**config.mk**
```make
export PLATFORM = sky130hd
export DESIGN_NAME = rop_blit_engine
export DESIGN_NICKNAME = d
export VERILOG_FILES = /design/src/rtl/rop_blit_engine.sv
export SDC_FILE = /design/constraint.sdc
export NUM_CORES = 1
export LEC_CHECK = 0
export ABC_CLOCK_PERIOD_IN_PS = 17200
export BUFFER_PORTS_ARGS = -buffer_cell sky130_fd_sc_hd__buf_4
export CORE_MARGIN = 2
export CORE_UTILIZATION = 45
export DETAILED_ROUTE_END_ITERATION = 10
export PLACE_DENSITY = 0.71
export SLEW_MARGIN = 40
export SYNTH_ARGS = -nofsm -noshare
export SYNTH_HDL_FRONTEND = slang
export SYNTH_SLANG_ARGS = --single-unit
export TNS_END_PERCENT = 5
```
**constraint.sdc**
```tcl
create_clock -name clk -period 17.2 [get_ports clk]
set_input_delay 1.72 -clock clk [delete_from_list [all_inputs] [get_ports clk]]
set_output_delay 1.72 -clock clk [all_outputs]
set_load 0.005 [all_outputs]
```
**src/rtl/rop_blit_engine.sv**
```systemverilog
module rop_blit_engine #(
  parameter int ADDR_W = 24
) (
  input  logic              clk,
  input  logic              rst_n,
  input  logic              reg_wr,
  input  logic [4:0]        reg_addr,
  input  logic [7:0]        reg_wdata,
  output logic [7:0]        reg_rdata,
  output logic              mem_req,
  output logic              mem_we,
  output logic [ADDR_W-1:0] mem_addr,
  output logic [7:0]        mem_wdata,
  input  logic [7:0]        mem_rdata,
  input  logic              mem_ready,
  output logic              busy,
  output logic              done
);

  localparam logic [4:0] OFS_STAT = 5'h18;

  typedef enum logic [1:0] {ST_IDLE, ST_RSRC, ST_RDST, ST_WR} state_t;

  logic [15:0] cfg_w, cfg_h, dpitch, spitch, key, kmask;
  logic [23:0] dbase, sbase;
  logic [7:0]  mode, rop, fg, bg;

  state_t            state;
  logic [15:0]       x_cnt, y_cnt;
  logic [ADDR_W-1:0] row_s, row_d;
  logic [7:0]        sbyte, wbyte;

  wire back  = mode[0];
  wire tkey  = mode[3];
  wire pat   = mode[6];
  wire xpand = mode[7];

  wire acc    = mem_req && mem_ready;
  wire x_last = (x_cnt == cfg_w);
  wire y_last = (y_cnt == cfg_h);
  wire [15:0] nx = x_last ? 16'd0 : x_cnt + 16'd1;
  wire need_src_n = !xpand || (nx[2:0] == 3'd0);
  wire start_req  = reg_wr && !busy && (reg_addr == OFS_STAT) && reg_wdata[1];

  logic [ADDR_W-1:0] s_org, s_off, src_addr, dst_addr;
  always_comb begin
    if (pat) begin
      s_org = sbase[ADDR_W-1:0];
      s_off = xpand ? ADDR_W'(y_cnt[2:0]) : ADDR_W'({y_cnt[2:0], x_cnt[2:0]});
    end else begin
      s_org = row_s;
      s_off = xpand ? ADDR_W'(x_cnt[15:3]) : ADDR_W'(x_cnt);
    end
    src_addr = back ? s_org - s_off : s_org + s_off;
    dst_addr = back ? row_d - ADDR_W'(x_cnt) : row_d + ADDR_W'(x_cnt);
  end

  wire [7:0] s_pix = xpand ? (sbyte[~x_cnt[2:0]] ? fg : bg) : sbyte;
  wire [7:0] d_pix = mem_rdata;

  logic [7:0] rop_res;
  always_comb begin
    case (rop)
      8'h00:   rop_res = 8'h00;
      8'h05:   rop_res = s_pix & d_pix;
      8'h06:   rop_res = d_pix;
      8'h09:   rop_res = s_pix & ~d_pix;
      8'h0B:   rop_res = ~d_pix;
      8'h0D:   rop_res = s_pix;
      8'h0E:   rop_res = 8'hFF;
      8'h50:   rop_res = ~s_pix & d_pix;
      8'h59:   rop_res = s_pix ^ d_pix;
      8'h6D:   rop_res = s_pix | d_pix;
      8'h90:   rop_res = ~(s_pix | d_pix);
      8'h95:   rop_res = ~(s_pix ^ d_pix);
      8'hAD:   rop_res = s_pix | ~d_pix;
      8'hD0:   rop_res = ~s_pix;
      8'hD6:   rop_res = ~s_pix | d_pix;
      8'hDA:   rop_res = ~(s_pix & d_pix);
      default: rop_res = d_pix;
    endcase
  end

  wire key_hit = tkey && ((rop_res & ~kmask[7:0]) == (key[7:0] & ~kmask[7:0]));
  wire step    = acc && ((state == ST_WR) || (state == ST_RDST && key_hit));

  always_ff @(posedge clk or negedge rst_n) begin
    if (!rst_n) begin
      cfg_w <= '0; cfg_h <= '0; dpitch <= '0; spitch <= '0;
      key <= '0; kmask <= '0; dbase <= '0; sbase <= '0;
      mode <= '0; rop <= '0; fg <= '0; bg <= '0;
    end else if (reg_wr && !busy) begin
      case (reg_addr)
        5'h00: cfg_w[7:0]   <= reg_wdata;
        5'h01: cfg_w[15:8]  <= reg_wdata;
        5'h02: cfg_h[7:0]   <= reg_wdata;
        5'h03: cfg_h[15:8]  <= reg_wdata;
        5'h04: dpitch[7:0]  <= reg_wdata;
        5'h05: dpitch[15:8] <= reg_wdata;
        5'h06: spitch[7:0]  <= reg_wdata;
        5'h07: spitch[15:8] <= reg_wdata;
        5'h08: dbase[7:0]   <= reg_wdata;
        5'h09: dbase[15:8]  <= reg_wdata;
        5'h0A: dbase[23:16] <= reg_wdata;
        5'h0C: sbase[7:0]   <= reg_wdata;
        5'h0D: sbase[15:8]  <= reg_wdata;
        5'h0E: sbase[23:16] <= reg_wdata;
        5'h10: mode         <= reg_wdata;
        5'h11: rop          <= reg_wdata;
        5'h12: key[7:0]     <= reg_wdata;
        5'h13: key[15:8]    <= reg_wdata;
        5'h14: kmask[7:0]   <= reg_wdata;
        5'h15: kmask[15:8]  <= reg_wdata;
        5'h16: fg           <= reg_wdata;
        5'h17: bg           <= reg_wdata;
        default: ;
      endcase
    end
  end

  always_ff @(posedge clk or negedge rst_n) begin
    if (!rst_n) begin
      state <= ST_IDLE;
      x_cnt <= '0; y_cnt <= '0;
      row_s <= '0; row_d <= '0;
      sbyte <= '0; wbyte <= '0;
      done  <= 1'b0;
    end else begin
      done <= 1'b0;
      case (state)
        ST_IDLE: if (start_req) begin
          x_cnt <= '0; y_cnt <= '0;
          row_s <= sbase[ADDR_W-1:0];
          row_d <= dbase[ADDR_W-1:0];
          state <= ST_RSRC;
        end
        ST_RSRC: if (acc) begin
          sbyte <= mem_rdata;
          state <= ST_RDST;
        end
        ST_RDST: if (acc) begin
          wbyte <= rop_res;
          if (!key_hit) state <= ST_WR;
        end
        default: ;
      endcase
      if (step) begin
        x_cnt <= nx;
        state <= need_src_n ? ST_RSRC : ST_RDST;
        if (x_last) begin
          if (y_last) begin
            state <= ST_IDLE;
            done  <= 1'b1;
          end else begin
            y_cnt <= y_cnt + 16'd1;
            row_s <= back ? row_s - ADDR_W'(spitch) : row_s + ADDR_W'(spitch);
            row_d <= back ? row_d - ADDR_W'(dpitch) : row_d + ADDR_W'(dpitch);
          end
        end
      end
    end
  end

  assign busy      = (state != ST_IDLE);
  assign mem_req   = busy;
  assign mem_we    = (state == ST_WR);
  assign mem_addr  = (state == ST_RSRC) ? src_addr : dst_addr;
  assign mem_wdata = wbyte;

  always_comb begin
    case (reg_addr)
      5'h00: reg_rdata = cfg_w[7:0];
      5'h01: reg_rdata = cfg_w[15:8];
      5'h02: reg_rdata = cfg_h[7:0];
      5'h03: reg_rdata = cfg_h[15:8];
      5'h04: reg_rdata = dpitch[7:0];
      5'h05: reg_rdata = dpitch[15:8];
      5'h06: reg_rdata = spitch[7:0];
      5'h07: reg_rdata = spitch[15:8];
      5'h08: reg_rdata = dbase[7:0];
      5'h09: reg_rdata = dbase[15:8];
      5'h0A: reg_rdata = dbase[23:16];
      5'h0C: reg_rdata = sbase[7:0];
      5'h0D: reg_rdata = sbase[15:8];
      5'h0E: reg_rdata = sbase[23:16];
      5'h10: reg_rdata = mode;
      5'h11: reg_rdata = rop;
      5'h12: reg_rdata = key[7:0];
      5'h13: reg_rdata = key[15:8];
      5'h14: reg_rdata = kmask[7:0];
      5'h15: reg_rdata = kmask[15:8];
      5'h16: reg_rdata = fg;
      5'h17: reg_rdata = bg;
      5'h18: reg_rdata = {6'b0, busy, 1'b0};
      default: reg_rdata = 8'h00;
    endcase
  end

endmodule

```
==> flow_summary.toml <==
[status]
outcome = "complete, no violations"

[final_layout]
postLayoutCellArea_sq_um = 23500
nFillCells = 4254
diodes = 0
layout-drive-gt1-share = 0.167
fin_nets = 2459
syn_to_final_growth_pct = 9.90

[clocking]
ctsResizeCount = 0
insertion_delay_ns = 0.56
clockRootBuffer = "clkbuf_16"
postCtsSetupRepairBufs = 0
clockBufferDepth = 3
htreeDepth = 2
clkSinkCount = 275
cts_tree = "yes"
cts_buffers = 34
holdBufCountCts = 0
path_clk_slew_ns = 0.06

[synthesis]
synth.top_cells.by_area = "dfrtp_1 (32%), mux2_2 (11%), ha_1 (7.9%), mux2i_1 (5.8%), xnor2_1 (4.2%)"
yosys.area_share.xor_xnor = 0.0696
synth_fa_ha_area_frac = 0.0827
synth_commonest_cells = "dfrtp_1 (275), mux2_2 (205), nor2_1 (187)"
synth-async-reset-ratio = 1.00
synth-edff-count = 0
syn_nets = 2458
synth_area_per_cell_sq_um = 9.32
netlist_area_sq_um = 21400
synth_compound_area_frac = 0.163
ys_types = 85
ys_ff_latch = 275
synth-simple-area-share = 0.160
synth_cells = 2294
yosysMostFrequentCell = "dfrtp_1"
synthMuxAreaShare = 0.169
synth_top_family_by_area = "multiplexers"
seq_area_frac_synth = 0.322
yosysWarnings = 0
yosys_most_used_dff = "dfrtp_1"
yosys.area.top_type = "dfrtp_1"
synth_top_area_frac = 0.322

[sta]
fin_skew_ns = 0.0306
slew_viol_final = 0
hold_viol = 0
period_share = 0.463
rsz0062_at_grt = "false"
setup_violations = 0
setup_tns_ns = 0
fmax_mhz = 125
slew_headroom = 0.368
worst_slew_pin_slew_ns = 0.945
period_needed_ns = 7.97

[power_and_ir_drop]
power_density_nw_per_um2 = 160
p_leak_uw = 0.0110
ir_worst_vdd_uv = 90.8

[critical_path]
critPathKind = "reg2out"
cp-end-kind = "output port"
slowest_delay_ns = 0.67
crit_required_ns = 15.48
cp_slowest_cell = "dfrtp_2"
crit_chain = "mux2i_1, o2bb2ai_1, nor4_1, nor4b_1, a31oi_1, a21o_1, nor2_1, xnor2_1, ha_1, and3_1, and3_1, nand3_1, a211oi_1, nand3b_1, a31oi_1, o21ai_0, a2111oi_0, a41o_1, a211oi_1, buf_4"
crit_path_start_kind = "flip-flop"
arrival_ns = 6.25
worstPathMaxFanout = 22

[placement]
gp_congestion = 0.977
dp_hpwl_mm = 54.3
place_area_sq_um = 22300
port_buffers = 68

[global_route]
met3_usage = 0.0505
antenna_found_initial = 0
grtUsageMet1 = 0.388
grt_max_degree = 78
grt_usage = 0.293
use_met2 = 0.466
grt_pass1_wl_mm = 111
globalRouteOverflowTotal = 0
grt_pass1_vias = 18400
top_usage_layer = "met2"

[drt]
wl_per_cell_um = 25.0
vias_per_cell = 6.42
drcViolationCount = 0
drtIter0Drc = 2198
drt_first_pass_iters = 7
wl_mm = 73.2
vias = 18800
ant_nets = 0

[die]
rows = 79
start_util = 0.457
die_w_um = 222
design.die.area_sq_um = 49300
dieHeight_um = 222
core_sq_um = 46800
io_pins = 69

[job]
maxCapViolations = 0

[min_path]
hp-class = "reg2reg"
==> routing by layer <==
| layer | vias up | routed length (um) |
|---|---|---|
| li1 | 8401 | - |
| met3 | 222 | 5880 |
| met5 | - | 0 |
| met1 | 9255 | 30200 |
| met2 | 893 | 33200 |
| met4 | 0 | 3930 |
==> state kept, by name, indices dropped and copies added (netlist names), 24 cells and up <==
signal,flops
sbase,24
row_s,24
dbase,24
row_d,24
==> worst max-delay path: cells and delay by family, from the launching register on <==
| kind | cells | cell delay, ns |
|---|---|---|
| flip-flops | 1 | 0.67 |
| XOR/XNOR | 1 | 0.14 |
| AO/OA/AOI/OAI | 9 | 2.03 |
| buffers and inverters | 1 | 0.16 |
| adder cells (fa/ha/maj) | 1 | 0.37 |
| AND/OR/NAND/NOR | 7 | 2.07 |
| multiplexers | 1 | 0.27 |
==> path summary, 6_finish.rpt <==
| kind | start | endpoint | slack, ns | cells past startpoint |
|---|---|---|---|---|
| max in group asynchronous | rst_n | mode[7] | 14.36 | 3 |
| min in group asynchronous | rst_n | row_s[17] | 1.09 | 1 |
| max reg2reg | x_cnt[0] | row_d[21] | 9.79 | 17 |
| min reg2reg | mem_wdata[6] | mem_wdata[6] | 0.50 | 2 |
| max | mode[7] | mem_addr[23] | 9.23 | 20 |
| min | mem_wdata[6] | mem_wdata[6] | 0.50 | 2 |
==> metrics by stage <==
stage | power, uW | worst slack, ns | hold slack (ns) | instances | utilization
after floorplan | 2330 | 10.47 | 0.466 | 2294 | -
after global placement | 2930 | 9.97 | 0.465 | 2866 | 0.477
after detailed placement | 2980 | 9.73 | 0.488 | 2866 | 0.477
after CTS | 3740 | 9.09 | 0.502 | 2925 | 0.502
after global routing | 4000 | 8.82 | 0.525 | 2925 | 0.503
final | 3770 | 9.23 | 0.498 | 2925 | 0.503
==> cell families (layout without fill, tap and decap cells) <==
| kind of cell | after synthesis | after routing |
|---|---|---|
| compound gates | 511 | 511 |
| xor+xnor | 170 | 170 |
| fa+ha+maj | 139 | 139 |
| buf+inv | 182 | 206 |
| flops | 275 | 275 |
| mux | 332 | 332 |
| simple gates | 685 | 685 |
==> power by group <==
part           internal, uW  switching [uW]  total [uW]
clock network           453             302         754
logic                   877            1070        1950
registers               798             269        1070
==> cell type report <==
| type | instances | area, sq um | area share |
|---|---|---|---|
| sequential | 275 | 6880 | 0.293 |
| clock inverter | 15 | 215 | 0.00916 |
| multi-input combinational | 1837 | 13800 | 0.587 |
| timing repair buffer | 85 | 657 | 0.0280 |
| inverter | 62 | 233 | 0.00990 |
| clock buffer | 44 | 948 | 0.0404 |
| tap | 607 | 759 | 0.0323 |
==> cell usage in the layout, fill, tap and decap left out, types with 15 or more instances in the layout <==
cell,netlist,layout
or3_1,18,18
dfrtp_1,275,273
nor4_1,16,16
nand2_1,169,169
a21oi_1,100,100
nor2_1,187,179
and3_1,24,24
a21o_1,36,36
o21a_1,19,19
xnor2_1,102,102
nor2b_1,25,25
o211ai_1,15,15
nand3_1,48,48
inv_1,62,62
ha_1,135,134
mux2_2,205,205
nand4_1,37,37
nor3b_1,21,21
o21ai_0,87,87
and2_1,25,25
xor2_1,68,68
mux2i_1,123,123
buf_4,7,81
clkbuf_16,0,34
a22oi_1,76,76
nand2b_1,32,32
o22ai_1,17,17
nor3_1,36,36
a31oi_1,32,32
Note: power is estimated with default switching activity, not from simulation.
